`src/rtl/gpio_bank_pkg.sv`:
```
package gpio_bank_pkg;

    localparam int NBANK   = 4;
    localparam int BANK_W  = 32;
    localparam int NPIN    = NBANK * BANK_W;
    localparam int OFF_W   = 9;
    localparam int BSEL_W  = $clog2(NBANK);
    localparam int WINDOW  = 1 << OFF_W;

    typedef enum logic [2:0] {
        K_NONE  = 3'd0,
        K_LEVEL = 3'd1,
        K_DIR   = 3'd2,
        K_SET   = 3'd3,
        K_CLR   = 3'd4,
        K_ALTLO = 3'd5,
        K_ALTHI = 3'd6
    } reg_kind_e;

    typedef struct packed {
        reg_kind_e         kind;
        logic [BSEL_W-1:0] bank;
    } reg_sel_t;

    // Byte offset of one register of one bank; the last bank of the
    // pin-facing words lives in the high window.
    function automatic logic [OFF_W-1:0] reg_offset(reg_kind_e k, int b);
        int  v;
        logic hi;
        hi = (b == NBANK - 1);
        case (k)
            K_LEVEL: v = hi ? 32'h100 : 32'h000 + 4 * b;
            K_DIR:   v = hi ? 32'h10C : 32'h00C + 4 * b;
            K_SET:   v = hi ? 32'h118 : 32'h018 + 4 * b;
            K_CLR:   v = hi ? 32'h124 : 32'h024 + 4 * b;
            K_ALTLO: v = 32'h054 + 8 * b;
            K_ALTHI: v = 32'h058 + 8 * b;
            default: v = 0;
        endcase
        return OFF_W'(v);
    endfunction

    function automatic reg_sel_t decode_offset(logic [OFF_W-1:0] off);
        reg_sel_t s;
        s.kind = K_NONE;
        s.bank = '0;
        for (int b = 0; b < NBANK; b++) begin
            if (off == reg_offset(K_LEVEL, b)) begin s.kind = K_LEVEL; s.bank = BSEL_W'(b); end
            if (off == reg_offset(K_DIR,   b)) begin s.kind = K_DIR;   s.bank = BSEL_W'(b); end
            if (off == reg_offset(K_SET,   b)) begin s.kind = K_SET;   s.bank = BSEL_W'(b); end
            if (off == reg_offset(K_CLR,   b)) begin s.kind = K_CLR;   s.bank = BSEL_W'(b); end
            if (off == reg_offset(K_ALTLO, b)) begin s.kind = K_ALTLO; s.bank = BSEL_W'(b); end
            if (off == reg_offset(K_ALTHI, b)) begin s.kind = K_ALTHI; s.bank = BSEL_W'(b); end
        end
        return s;
    endfunction

    function automatic logic [BANK_W-1:0] merge_level(logic [BANK_W-1:0] latch,
                                                      logic [BANK_W-1:0] dir,
                                                      logic [BANK_W-1:0] pin);
        return (latch & dir) | (pin & ~dir);
    endfunction

endpackage

```
`src/rtl/gpio_in_sync.sv`:
```
module gpio_in_sync #(
    parameter int W      = 128,
    parameter int STAGES = 2
) (
    input  logic         clk,
    input  logic         rst,
    input  logic [W-1:0] d_in,
    output logic [W-1:0] d_out
);
    logic [W-1:0] stage_q [STAGES];

    always_ff @(posedge clk) begin
        if (rst) begin
            for (int i = 0; i < STAGES; i++) stage_q[i] <= '0;
        end else begin
            stage_q[0] <= d_in;
            for (int i = 1; i < STAGES; i++) stage_q[i] <= stage_q[i-1];
        end
    end

    assign d_out = stage_q[STAGES-1];


    sync_delay_chk: assert property (@(posedge clk) disable iff (rst)
        !$stable(stage_q[0]) |=> $past(stage_q[0]) == stage_q[1] || STAGES == 1);
endmodule

```
`src/rtl/gpio_reg_decode.sv`:
```
module gpio_reg_decode
    import gpio_bank_pkg::*;
#(
    parameter int ADDR_W = 12
) (
    input  logic [ADDR_W-1:0] addr,
    output logic              in_window,
    output logic              unmapped,
    output reg_sel_t          sel
);
    localparam int HI_W = ADDR_W - OFF_W;

    always_comb begin
        in_window = (addr[ADDR_W-1:OFF_W] == HI_W'(0));
        sel       = decode_offset(addr[OFF_W-1:0]);
        if (!in_window) sel.kind = K_NONE;
        unmapped  = in_window && (sel.kind == K_NONE);
    end
endmodule

```
`src/rtl/gpio_bank_regs.sv`:
```
module gpio_bank_regs
    import gpio_bank_pkg::*;
(
    input  logic              clk,
    input  logic              rst,
    input  logic              wr_en,
    input  reg_kind_e         wr_kind,
    input  logic [BANK_W-1:0] wdata,
    output logic [BANK_W-1:0] dir_q,
    output logic [BANK_W-1:0] latch_q,
    output logic [BANK_W-1:0] alt_lo_q,
    output logic [BANK_W-1:0] alt_hi_q
);
    always_ff @(posedge clk) begin
        if (rst) begin
            dir_q    <= '0;
            latch_q  <= '0;
            alt_lo_q <= '0;
            alt_hi_q <= '0;
        end else if (wr_en) begin
            case (wr_kind)
                K_DIR:   dir_q    <= wdata;
                K_SET:   latch_q  <= latch_q | wdata;
                K_CLR:   latch_q  <= latch_q & ~wdata;
                K_ALTLO: alt_lo_q <= wdata;
                K_ALTHI: alt_hi_q <= wdata;
                default: ;
            endcase
        end
    end


    set_or_chk: assert property (@(posedge clk) disable iff (rst)
        (wr_en && wr_kind == K_SET) |=>
            latch_q == ($past(latch_q) | $past(wdata)));

    clr_mask_chk: assert property (@(posedge clk) disable iff (rst)
        (wr_en && wr_kind == K_CLR) |=>
            (latch_q & $past(wdata)) == '0 && (latch_q & ~$past(wdata)) == ($past(latch_q) & ~$past(wdata)));

    latch_hold_chk: assert property (@(posedge clk) disable iff (rst)
        !(wr_en && (wr_kind == K_SET || wr_kind == K_CLR)) |=> $stable(latch_q));

    dir_hold_chk: assert property (@(posedge clk) disable iff (rst)
        !(wr_en && wr_kind == K_DIR) |=> $stable(dir_q));
endmodule

```
`src/rtl/gpio_bank_ctrl.sv`:
```
module gpio_bank_ctrl
    import gpio_bank_pkg::*;
#(
    parameter int ADDR_W = 12
) (
    input  logic              clk,
    input  logic              rst,
    input  logic              req_valid,
    input  logic              req_write,
    input  logic [ADDR_W-1:0] req_addr,
    input  logic [BANK_W-1:0] req_wdata,
    output logic              rd_valid,
    output logic [BANK_W-1:0] rd_data,
    output logic              err_flag,
    input  logic [NPIN-1:0]   pad_in,
    output logic [NPIN-1:0]   pad_out
);
    logic        in_window;
    logic        unmapped;
    reg_sel_t    sel;
    logic [NPIN-1:0] pin_sync;

    logic [BANK_W-1:0] dir_b   [NBANK];
    logic [BANK_W-1:0] latch_b [NBANK];
    logic [BANK_W-1:0] altlo_b [NBANK];
    logic [BANK_W-1:0] althi_b [NBANK];
    logic [BANK_W-1:0] pin_b   [NBANK];
    logic [BANK_W-1:0] rd_mux;

    gpio_reg_decode #(.ADDR_W(ADDR_W)) u_dec (
        .addr      (req_addr),
        .in_window (in_window),
        .unmapped  (unmapped),
        .sel       (sel)
    );

    gpio_in_sync #(.W(NPIN), .STAGES(2)) u_sync (
        .clk   (clk),
        .rst   (rst),
        .d_in  (pad_in),
        .d_out (pin_sync)
    );

    for (genvar b = 0; b < NBANK; b++) begin : g_bank
        logic bank_wr;
        assign bank_wr = req_valid && req_write && (sel.kind != K_NONE)
                         && (sel.bank == BSEL_W'(b));

        gpio_bank_regs u_regs (
            .clk      (clk),
            .rst      (rst),
            .wr_en    (bank_wr),
            .wr_kind  (sel.kind),
            .wdata    (req_wdata),
            .dir_q    (dir_b[b]),
            .latch_q  (latch_b[b]),
            .alt_lo_q (altlo_b[b]),
            .alt_hi_q (althi_b[b])
        );

        assign pin_b[b] = pin_sync[b*BANK_W +: BANK_W];
        assign pad_out[b*BANK_W +: BANK_W] = latch_b[b] & dir_b[b];
    end

    always_comb begin
        case (sel.kind)
            K_LEVEL: rd_mux = merge_level(latch_b[sel.bank], dir_b[sel.bank], pin_b[sel.bank]);
            K_DIR:   rd_mux = dir_b[sel.bank];
            K_ALTLO: rd_mux = altlo_b[sel.bank];
            K_ALTHI: rd_mux = althi_b[sel.bank];
            default: rd_mux = '0;
        endcase
    end

    always_ff @(posedge clk) begin
        if (rst) begin
            rd_valid <= 1'b0;
            rd_data  <= '0;
            err_flag <= 1'b0;
        end else begin
            rd_valid <= req_valid && !req_write;
            if (req_valid && !req_write) rd_data <= rd_mux;
            if (req_valid && unmapped)   err_flag <= 1'b1;
        end
    end


    rd_latency_chk: assert property (@(posedge clk) disable iff (rst)
        (req_valid && !req_write) |=> rd_valid);

    rd_strobe_chk: assert property (@(posedge clk) disable iff (rst)
        !(req_valid && !req_write) |=> !rd_valid);

    err_sticky_chk: assert property (@(posedge clk) disable iff (rst)
        err_flag |=> err_flag);

    outside_zero_chk: assert property (@(posedge clk) disable iff (rst)
        (req_valid && !req_write && !in_window) |=> rd_data == '0);

    wo_read_zero_chk: assert property (@(posedge clk) disable iff (rst)
        (req_valid && !req_write && (sel.kind == K_SET || sel.kind == K_CLR)) |=> rd_data == '0);

    pad_gate_chk: assert property (@(posedge clk) disable iff (rst)
        (pad_out & ~{dir_b[3], dir_b[2], dir_b[1], dir_b[0]}) == '0);

    outside_noerr_chk: assert property (@(posedge clk) disable iff (rst)
        (req_valid && !in_window && !err_flag) |=> !err_flag);
endmodule

```
`config.mk`:
```
export PLATFORM = sky130hd
export DESIGN_NAME = gpio_bank_ctrl
export DESIGN_NICKNAME = d
export VERILOG_FILES = /design/src/rtl/gpio_bank_pkg.sv /design/src/rtl/gpio_in_sync.sv /design/src/rtl/gpio_reg_decode.sv /design/src/rtl/gpio_bank_regs.sv /design/src/rtl/gpio_bank_ctrl.sv
export SDC_FILE = /design/constraint.sdc
export NUM_CORES = 2
export LEC_CHECK = 0
export BUFFER_PORTS_ARGS = -buffer_cell sky130_fd_sc_hd__buf_2
export CORE_MARGIN = 2
export CORE_UTILIZATION = 53
export DETAILED_ROUTE_END_ITERATION = 7
export PLACE_DENSITY = 0.76
export SETUP_SLACK_MARGIN = 0.05
export SLEW_MARGIN = 20
export SYNTH_ARGS = -nofsm -noshare
export SYNTH_HDL_FRONTEND = slang
export SYNTH_SLANG_ARGS = --single-unit
```
`constraint.sdc`:
```
create_clock -name clk -period 3.2 [get_ports clk]
set_clock_uncertainty 0.05 [all_clocks]
set_input_delay 0.32 -clock clk [delete_from_list [all_inputs] [get_ports clk]]
set_output_delay 0.32 -clock clk [all_outputs]
set_load 0.01 [all_outputs]
```
## Yosys cells after proc, flatten, opt, wreduce, memory -nomap -nowiden

Memories as Yosys holds them, arrays and structs flattened.
Cells that the tools add are included.

| word-level totals | value |
|---|---|
| register bits | 546 |
| memory bits (writable) | 256 |
| bits of input ports | 176 |
| output and inout port bits | 162 |
| memories kept | 1 |

Memories:

| name | depth | bits a word | rd ports | clocked after memory_dff | write ports | line | RTL |
|---|---|---|---|---|---|---|---|
| u_sync.stage_q | 2 | 128 | 2 | 0 | 2 | gpio_in_sync.sv:10 | `logic [W-1:0] stage_q [STAGES];` |

| cells by class | value |
|---|---|
| $lt $le $gt $ge | 1 |
| equal/unequal tests | 32 |
| muxes and demuxes | 50 |
| bitwise operators | 20 |
| reduce and logical (&&, ||, !) cells | 32 |

Operators with widths:

| cell | count |
|---|---|
| 32-bit AND | 10 |
| 32-bit binary-select mux with 2-bit select | 5 |
| 32-bit 2-to-1 mux | 10 |
| 128-bit 2-to-1 mux | 2 |
| 32-bit case mux with 2 select lines | 4 |
| 32-bit bitwise OR | 5 |
| 32-bit case mux with 4 select lines | 1 |
| 5-bit 2-to-1 mux | 21 |
| 9-bit by 7-bit equality test with 1-bit output, second input constant | 8 |
| 32-bit inverter | 2 |
| 9-bit by 5-bit equality test with 1-bit output, second input constant | 4 |
| 9-bit by 6-bit equality test with 1-bit output, second input constant | 4 |
| 9-bit equality test, second input constant | 4 |
| 2-bit AND reduction | 16 |
| 9-bit by 4-bit equality test with 1-bit output, second input constant | 2 |
| 3-bit equality test, second input constant | 3 |
| 9-bit by 3-bit equality test with 1-bit output, second input constant | 1 |
| 1-bit logical AND | 9 |
| 9-bit logical NOT | 1 |
| 4-bit 2-to-1 mux | 2 |
| 3-bit by 2-bit equality test with 1-bit output, second input constant | 2 |
| 3-bit logical NOT | 2 |
| 3-bit 2-to-1 mux | 2 |
| 2-bit equality test, second input constant | 2 |
| 10 further kinds | 13 |

## Depth between registers and ports, before layout

| logic depth | value |
|---|---|
| word-level depth | 33 |
| depth in mapped cells | 15 |
| mapped depth without buffers | 11 |

## Cells and area by module

From an unflattened synthesis, not the netlist that was laid out.

| unflattened totals | value |
|---|---|
| cell total of the unflattened synthesis | 3,759 |
| area total of the unflattened synthesis | 35,377.7 µm² |

By module, submodules not included:

| module | instances | cells each | area each (µm²) | seq. area each (µm²) |
|---|---|---|---|---|
| gpio_bank_regs | 4 | 564 | 4,883.4 | 2,562.5 |
| gpio_in_sync | 1 | 668 | 7,825.0 | 5,124.9 |
| gpio_bank_ctrl | 1 | 766 | 7,613.6 | 680.7 |
| gpio_reg_decode | 1 | 69 | 405.4 | 0.0 |

## Least setup slack after synthesis

Ideal clock, no wire load.

| timing | value |
|---|---|
| path kind | input -> register |
| from | in req_addr[8] |
| to | reg with a tool-made name |
| setup time | 59 ps |
| arrival | 3,037 ps |
| required time | 3,091 ps |
| slack | 54 ps |
| cell stages on the path | 13 |
| path buffers | 2 |
| cell sequence | or4_4 or4_1 o21ai_1 or2_1 buf_2 inv_1 ha_1 nor2_1 nand3_1 or2_2 nor2_2 buf_2 a22o_1 |

RTL lines:

| element | line | RTL |
|---|---|---|
| start: declaration | gpio_bank_ctrl.sv:10 | `input logic [ADDR_W-1:0] req_addr,` |

## Worst setup path in the final report

| timing | value |
|---|---|
| from | in req_addr[8] |
| to | reg g_bank[3].u_regs.dir_q[25] |

| between the ends | value |
|---|---|
| cells in the longest elaborated chain, start to end | 30 |
| elaborated cells between the ends (all ways) | 55 |
| those cells by class | eq/ne (25); mux (25); reduce/logical (5) |

Ends and longest elaborated chain:

| element | line | RTL |
|---|---|---|
| 9-bit logical NOT | gpio_bank_pkg.sv:48 | `if (off == reg_offset(K_LEVEL, b)) begin s.kind = K_LEVEL; s.bank = BSEL_W'(b); end` |
| 3-bit 2-to-1 mux | gpio_bank_pkg.sv:48 |  |
| 4-bit 2-to-1 mux | gpio_bank_pkg.sv:49 | `if (off == reg_offset(K_DIR, b)) begin s.kind = K_DIR; s.bank = BSEL_W'(b); end` |
| 4-bit 2-to-1 mux | gpio_bank_pkg.sv:50 | `if (off == reg_offset(K_SET, b)) begin s.kind = K_SET; s.bank = BSEL_W'(b); end` |
| 5-bit 2-to-1 mux | gpio_bank_pkg.sv:51 | `if (off == reg_offset(K_CLR, b)) begin s.kind = K_CLR; s.bank = BSEL_W'(b); end` |
| 5-bit 2-to-1 mux | gpio_bank_pkg.sv:52 | `if (off == reg_offset(K_ALTLO, b)) begin s.kind = K_ALTLO; s.bank = BSEL_W'(b); end` |
| 5-bit 2-to-1 mux | gpio_bank_pkg.sv:53 | `if (off == reg_offset(K_ALTHI, b)) begin s.kind = K_ALTHI; s.bank = BSEL_W'(b); end` |
| 5-bit 2-to-1 mux | gpio_bank_pkg.sv:48 |  |
| [14 not listed] | -- |  |
| 5-bit 2-to-1 mux | gpio_bank_pkg.sv:51 |  |
| 5-bit 2-to-1 mux | gpio_bank_pkg.sv:52 |  |
| 5-bit 2-to-1 mux (*) | gpio_bank_pkg.sv:53 |  |
| 3-bit 2-to-1 mux | gpio_reg_decode.sv:16 | `if (!in_window) sel.kind = K_NONE;` |
| 3-bit nonzero test | gpio_bank_ctrl.sv:46 | `assign bank_wr = req_valid && req_write && (sel.kind != K_NONE)` |
| 1-bit logical AND | gpio_bank_ctrl.sv:46 |  |
| 1-bit logical AND | gpio_bank_ctrl.sv:47 | `&& (sel.bank == BSEL_W'(b));` |
| 2-bit AND reduction (no source line) (*) | -- |  |
| end signal: assignment | gpio_bank_regs.sv:22 | `K_DIR: dir_q <= wdata;` |
| end: declaration | gpio_bank_regs.sv:9 | `output logic [BANK_W-1:0] dir_q,` |

Mark *: on every way between the ends. The rest lies on a longest branch, timed or not.
A chain may end at the register's enable or synchronous reset.

==> results.json <==
{
  "path_cells": "buf_2 > or4_4 > or4_1 > o21ai_1 > or2_1 > inv_1 > ha_1 > nor2_1 > nand4bb_1 > buf_4 > nor2_4 > buf_12 > nand2_1 > a21oi_1",
  "avgRoutedWirePerCell_um": 22.9,
  "failed_checks": "design-rule violations",
  "drcViolationCount": 3,
  "cp.depth": 14,
  "yosysSeqAreaShare": 0.499,
  "path_class": "input pin to register",
  "cts_max_level": 3,
  "slew_headroom": 0.279,
  "grt_usage": 0.358,
  "ys_ff_latch": 802,
  "ir_drop_v": 0.000412,
  "r2r_cells": 7,
  "io_pins": 338,
  "period_needed_ns": 2.98,
  "min_path_type": "input pin to register",
  "fin_nets": 4406,
  "pre_cts_ws_ns": -0.384,
  "io_buffers": 337,
  "path_clk_slew_ns": 0.06,
  "slew_violations": 0,
  "netlist_area_um2": 32200,
  "fin_crit_sh": 0.930,
  "cts_resized": 0,
  "cap_violations": 0,
  "cp_slowest_cell": "or4_1",
  "path_buf_inv": 4,
  "synthesis.nets": 3955,
  "finalPower_w": 0.0208,
  "grt_pass1_wl_um": 174000,
  "yosysTopAreaCellShare": 0.499,
  "start_kind": "input pin",
  "fp.dieW_um": 250,
  "gp_congestion": 0.946,
  "synth-edff-count": 0,
  "cts-root-buf": "clkbuf_16",
  "worst_pin_slew_ns": 1.08,
  "antenna_found_initial": 4,
  "avgSynthCellArea_um2": 8.51,
  "grt_pass1_vias": 29442,
  "end_kind": "register",
  "dpl.cell_count": 4800,
  "dr_total_vias": 31195,
  "clock.fmax_mhz": 336,
  "cts_buffers": 78,
  "initial_core_util": 0.535,
  "setup_viol": 0,
  "clockBufferDepth": 3,
  "tritoncts": "yes",
  "worstPathArrival_ns": 3.48,
  "finalHoldViolations": 0,
  "avgViaCountPerCell": 6.15,
  "grt_overflow_total": 0,
  "whs_ns": 0.0487,
  "firstDrtPassIters": 8,
  "clk_latency_ns": 0.64,
  "power_leakage_nw": 14.9,
  "num_rows": 90,
  "run_status": "complete, but fails checks",
  "reg2reg_from": "g_bank[0].u_regs.dir_q[27]",
  "wirelength_um": 116000,
  "final_cell_mix": "nand2_1 (871), dfxtp_1 (802), a21oi_1 (474)",
  "grt_max_degree": 164,
  "synthTopCellsByArea": "dfxtp_1 (50%), nand2_1 (10%), a21oi_1 (7.4%)",
  "worst-path-max-fanout": 19,
  "power_density_nw_per_um2": 519,
  "area_delta_synth_final_pct": 24.8,
  "async_reset_ff_frac": 0,
  "drive_gt1_frac": 0.187,
  "critical_path_required_ns": 3.70,
  "synth.distinct_cells": 84,
  "worstReg2RegEnd": "rd_data[27]",
  "initialDrtViolationCount": 4247,
  "dieArea_um2": 62700,
  "core_area_um2": 60100,
  "place_hpwl_um": 75100,
  "ys.flop_type": "dfxtp_1",
  "synth_largest_area_cell": "dfxtp_1",
  "finalNonFillerCells": 5071,
  "die_h_um": 250,
  "cts.sinks": 802,
  "layout.cells.most_common": "nand2_1",
  "antenna_left": 0,
  "endpoint": "g_bank[3].u_regs.dir_q[25]",
  "yosys_warnings": 0,
  "rsz0062_at_grt": "false",
  "crit_path_start": "req_addr[8]",
  "finalWorstSetupSlack_ns": 0.224,
  "critical_path.max_stage_delay_ns": 0.58,
  "synth_cells": 3777,
  "regToRegSetupSlack_ns": 1.15,
  "critPathTopFamily": "simple AND/OR/NAND/NOR gates"
}
[timing repair]
action	CTS	global route
buffers inserted	0	1
setup endpoints to repair	0	7
endpoints found under the hold margin	129	0
hold buffers	129	0
[cells by family after synthesis]
logic type,count (synthesis),share of synthesized area
xor gates and xnor gates,5,0.00136
DFF,802,0.499
adders and majority gates,3,0.00109
AOI/OAI and AO/OA,1143,0.228
and+or+nand+nor,1423,0.207
buffers and inverters,361,0.0507
muxes,40,0.0128
[synthesized netlist by cell type, drive strengths merged, types with 5 or more instances]
| cell | n |
|---|---|
| a211oi | 38 |
| a21oi | 476 |
| a222oi | 90 |
| a22o | 104 |
| a22oi | 62 |
| a31o | 28 |
| and2 | 133 |
| buf | 135 |
| clkbuf | 219 |
| dfxtp | 802 |
| inv | 7 |
| mux2 | 10 |
| mux2i | 30 |
| nand2 | 873 |
| nand2b | 5 |
| nand3 | 11 |
| nand4 | 6 |
| nor2 | 61 |
| nor2b | 260 |
| nor3 | 42 |
| nor3b | 5 |
| o21ai | 246 |
| o221ai | 27 |
| o22ai | 36 |
| or3 | 5 |
[metrics by stage]
| stage | cell area, µm² | setup TNS, ns | utilization |
|---|---|---|---|
| after floorplan | 32200 | 0 | - |
| after global placement | 36200 | -63.73 | 0.602 |
| after detailed placement | 36200 | -73.74 | 0.602 |
| after CTS | 40100 | 0 | 0.667 |
| after global routing | 40100 | 0 | 0.667 |
| final | 40100 | 0 | 0.667 |
[metal layers]
layer / track usage / wire length (µm) / vias to the layer above
met2: 0.559 / 52200 / 2092
li1: - / - / 13957
met1: 0.459 / 43600 / 14724
met4: 0.201 / 7210 / 2
met3: 0.0785 / 13300 / 420
met5: 0 / 13 / -
[report_power, final]
group / switching (W) / total (W) / leakage (nW) / internal (W)
Sequential: 0.0000491 / 0.0102 / 6.51 / 0.0101
Combinational: 0.000646 / 0.00106 / 7.04 / 0.000413
Clock: 0.00401 / 0.00960 / 1.32 / 0.00559
Total: 0.00470 / 0.0208 / 14.9 / 0.0161
[how the worst min path moves through the flow]
stage                     slack (ns)  cells after the start                    from                     end
after floorplan                 0.36                      1    u_sync.stage_q[0][0]  u_sync.stage_q[0][128]
after global placement          0.37                      1   u_sync.stage_q[0][27]  u_sync.stage_q[0][155]
after detailed placement        0.37                      1  u_sync.stage_q[0][114]  u_sync.stage_q[0][242]
after CTS                       0.02                      2               req_valid                rd_valid
after global routing            0.05                      2               req_valid                rd_valid
final                           0.05                      2               req_valid                rd_valid
[area by class of cell]
| class | instances | area, µm² |
|---|---|---|
| Antenna cell | 3 | 7.51 |
| Clock buffer | 111 | 2310 |
| Clock inverter | 27 | 339 |
| Fill cell | 4689 | 20000 |
| Inverter | 7 | 26.3 |
| Multi-Input combinational cell | 2614 | 14600 |
| Sequential cell | 802 | 16100 |
| Tap cell | 782 | 978 |
| Timing Repair Buffer | 725 | 5780 |
Note: power is estimated with default switching activity, not from simulation.
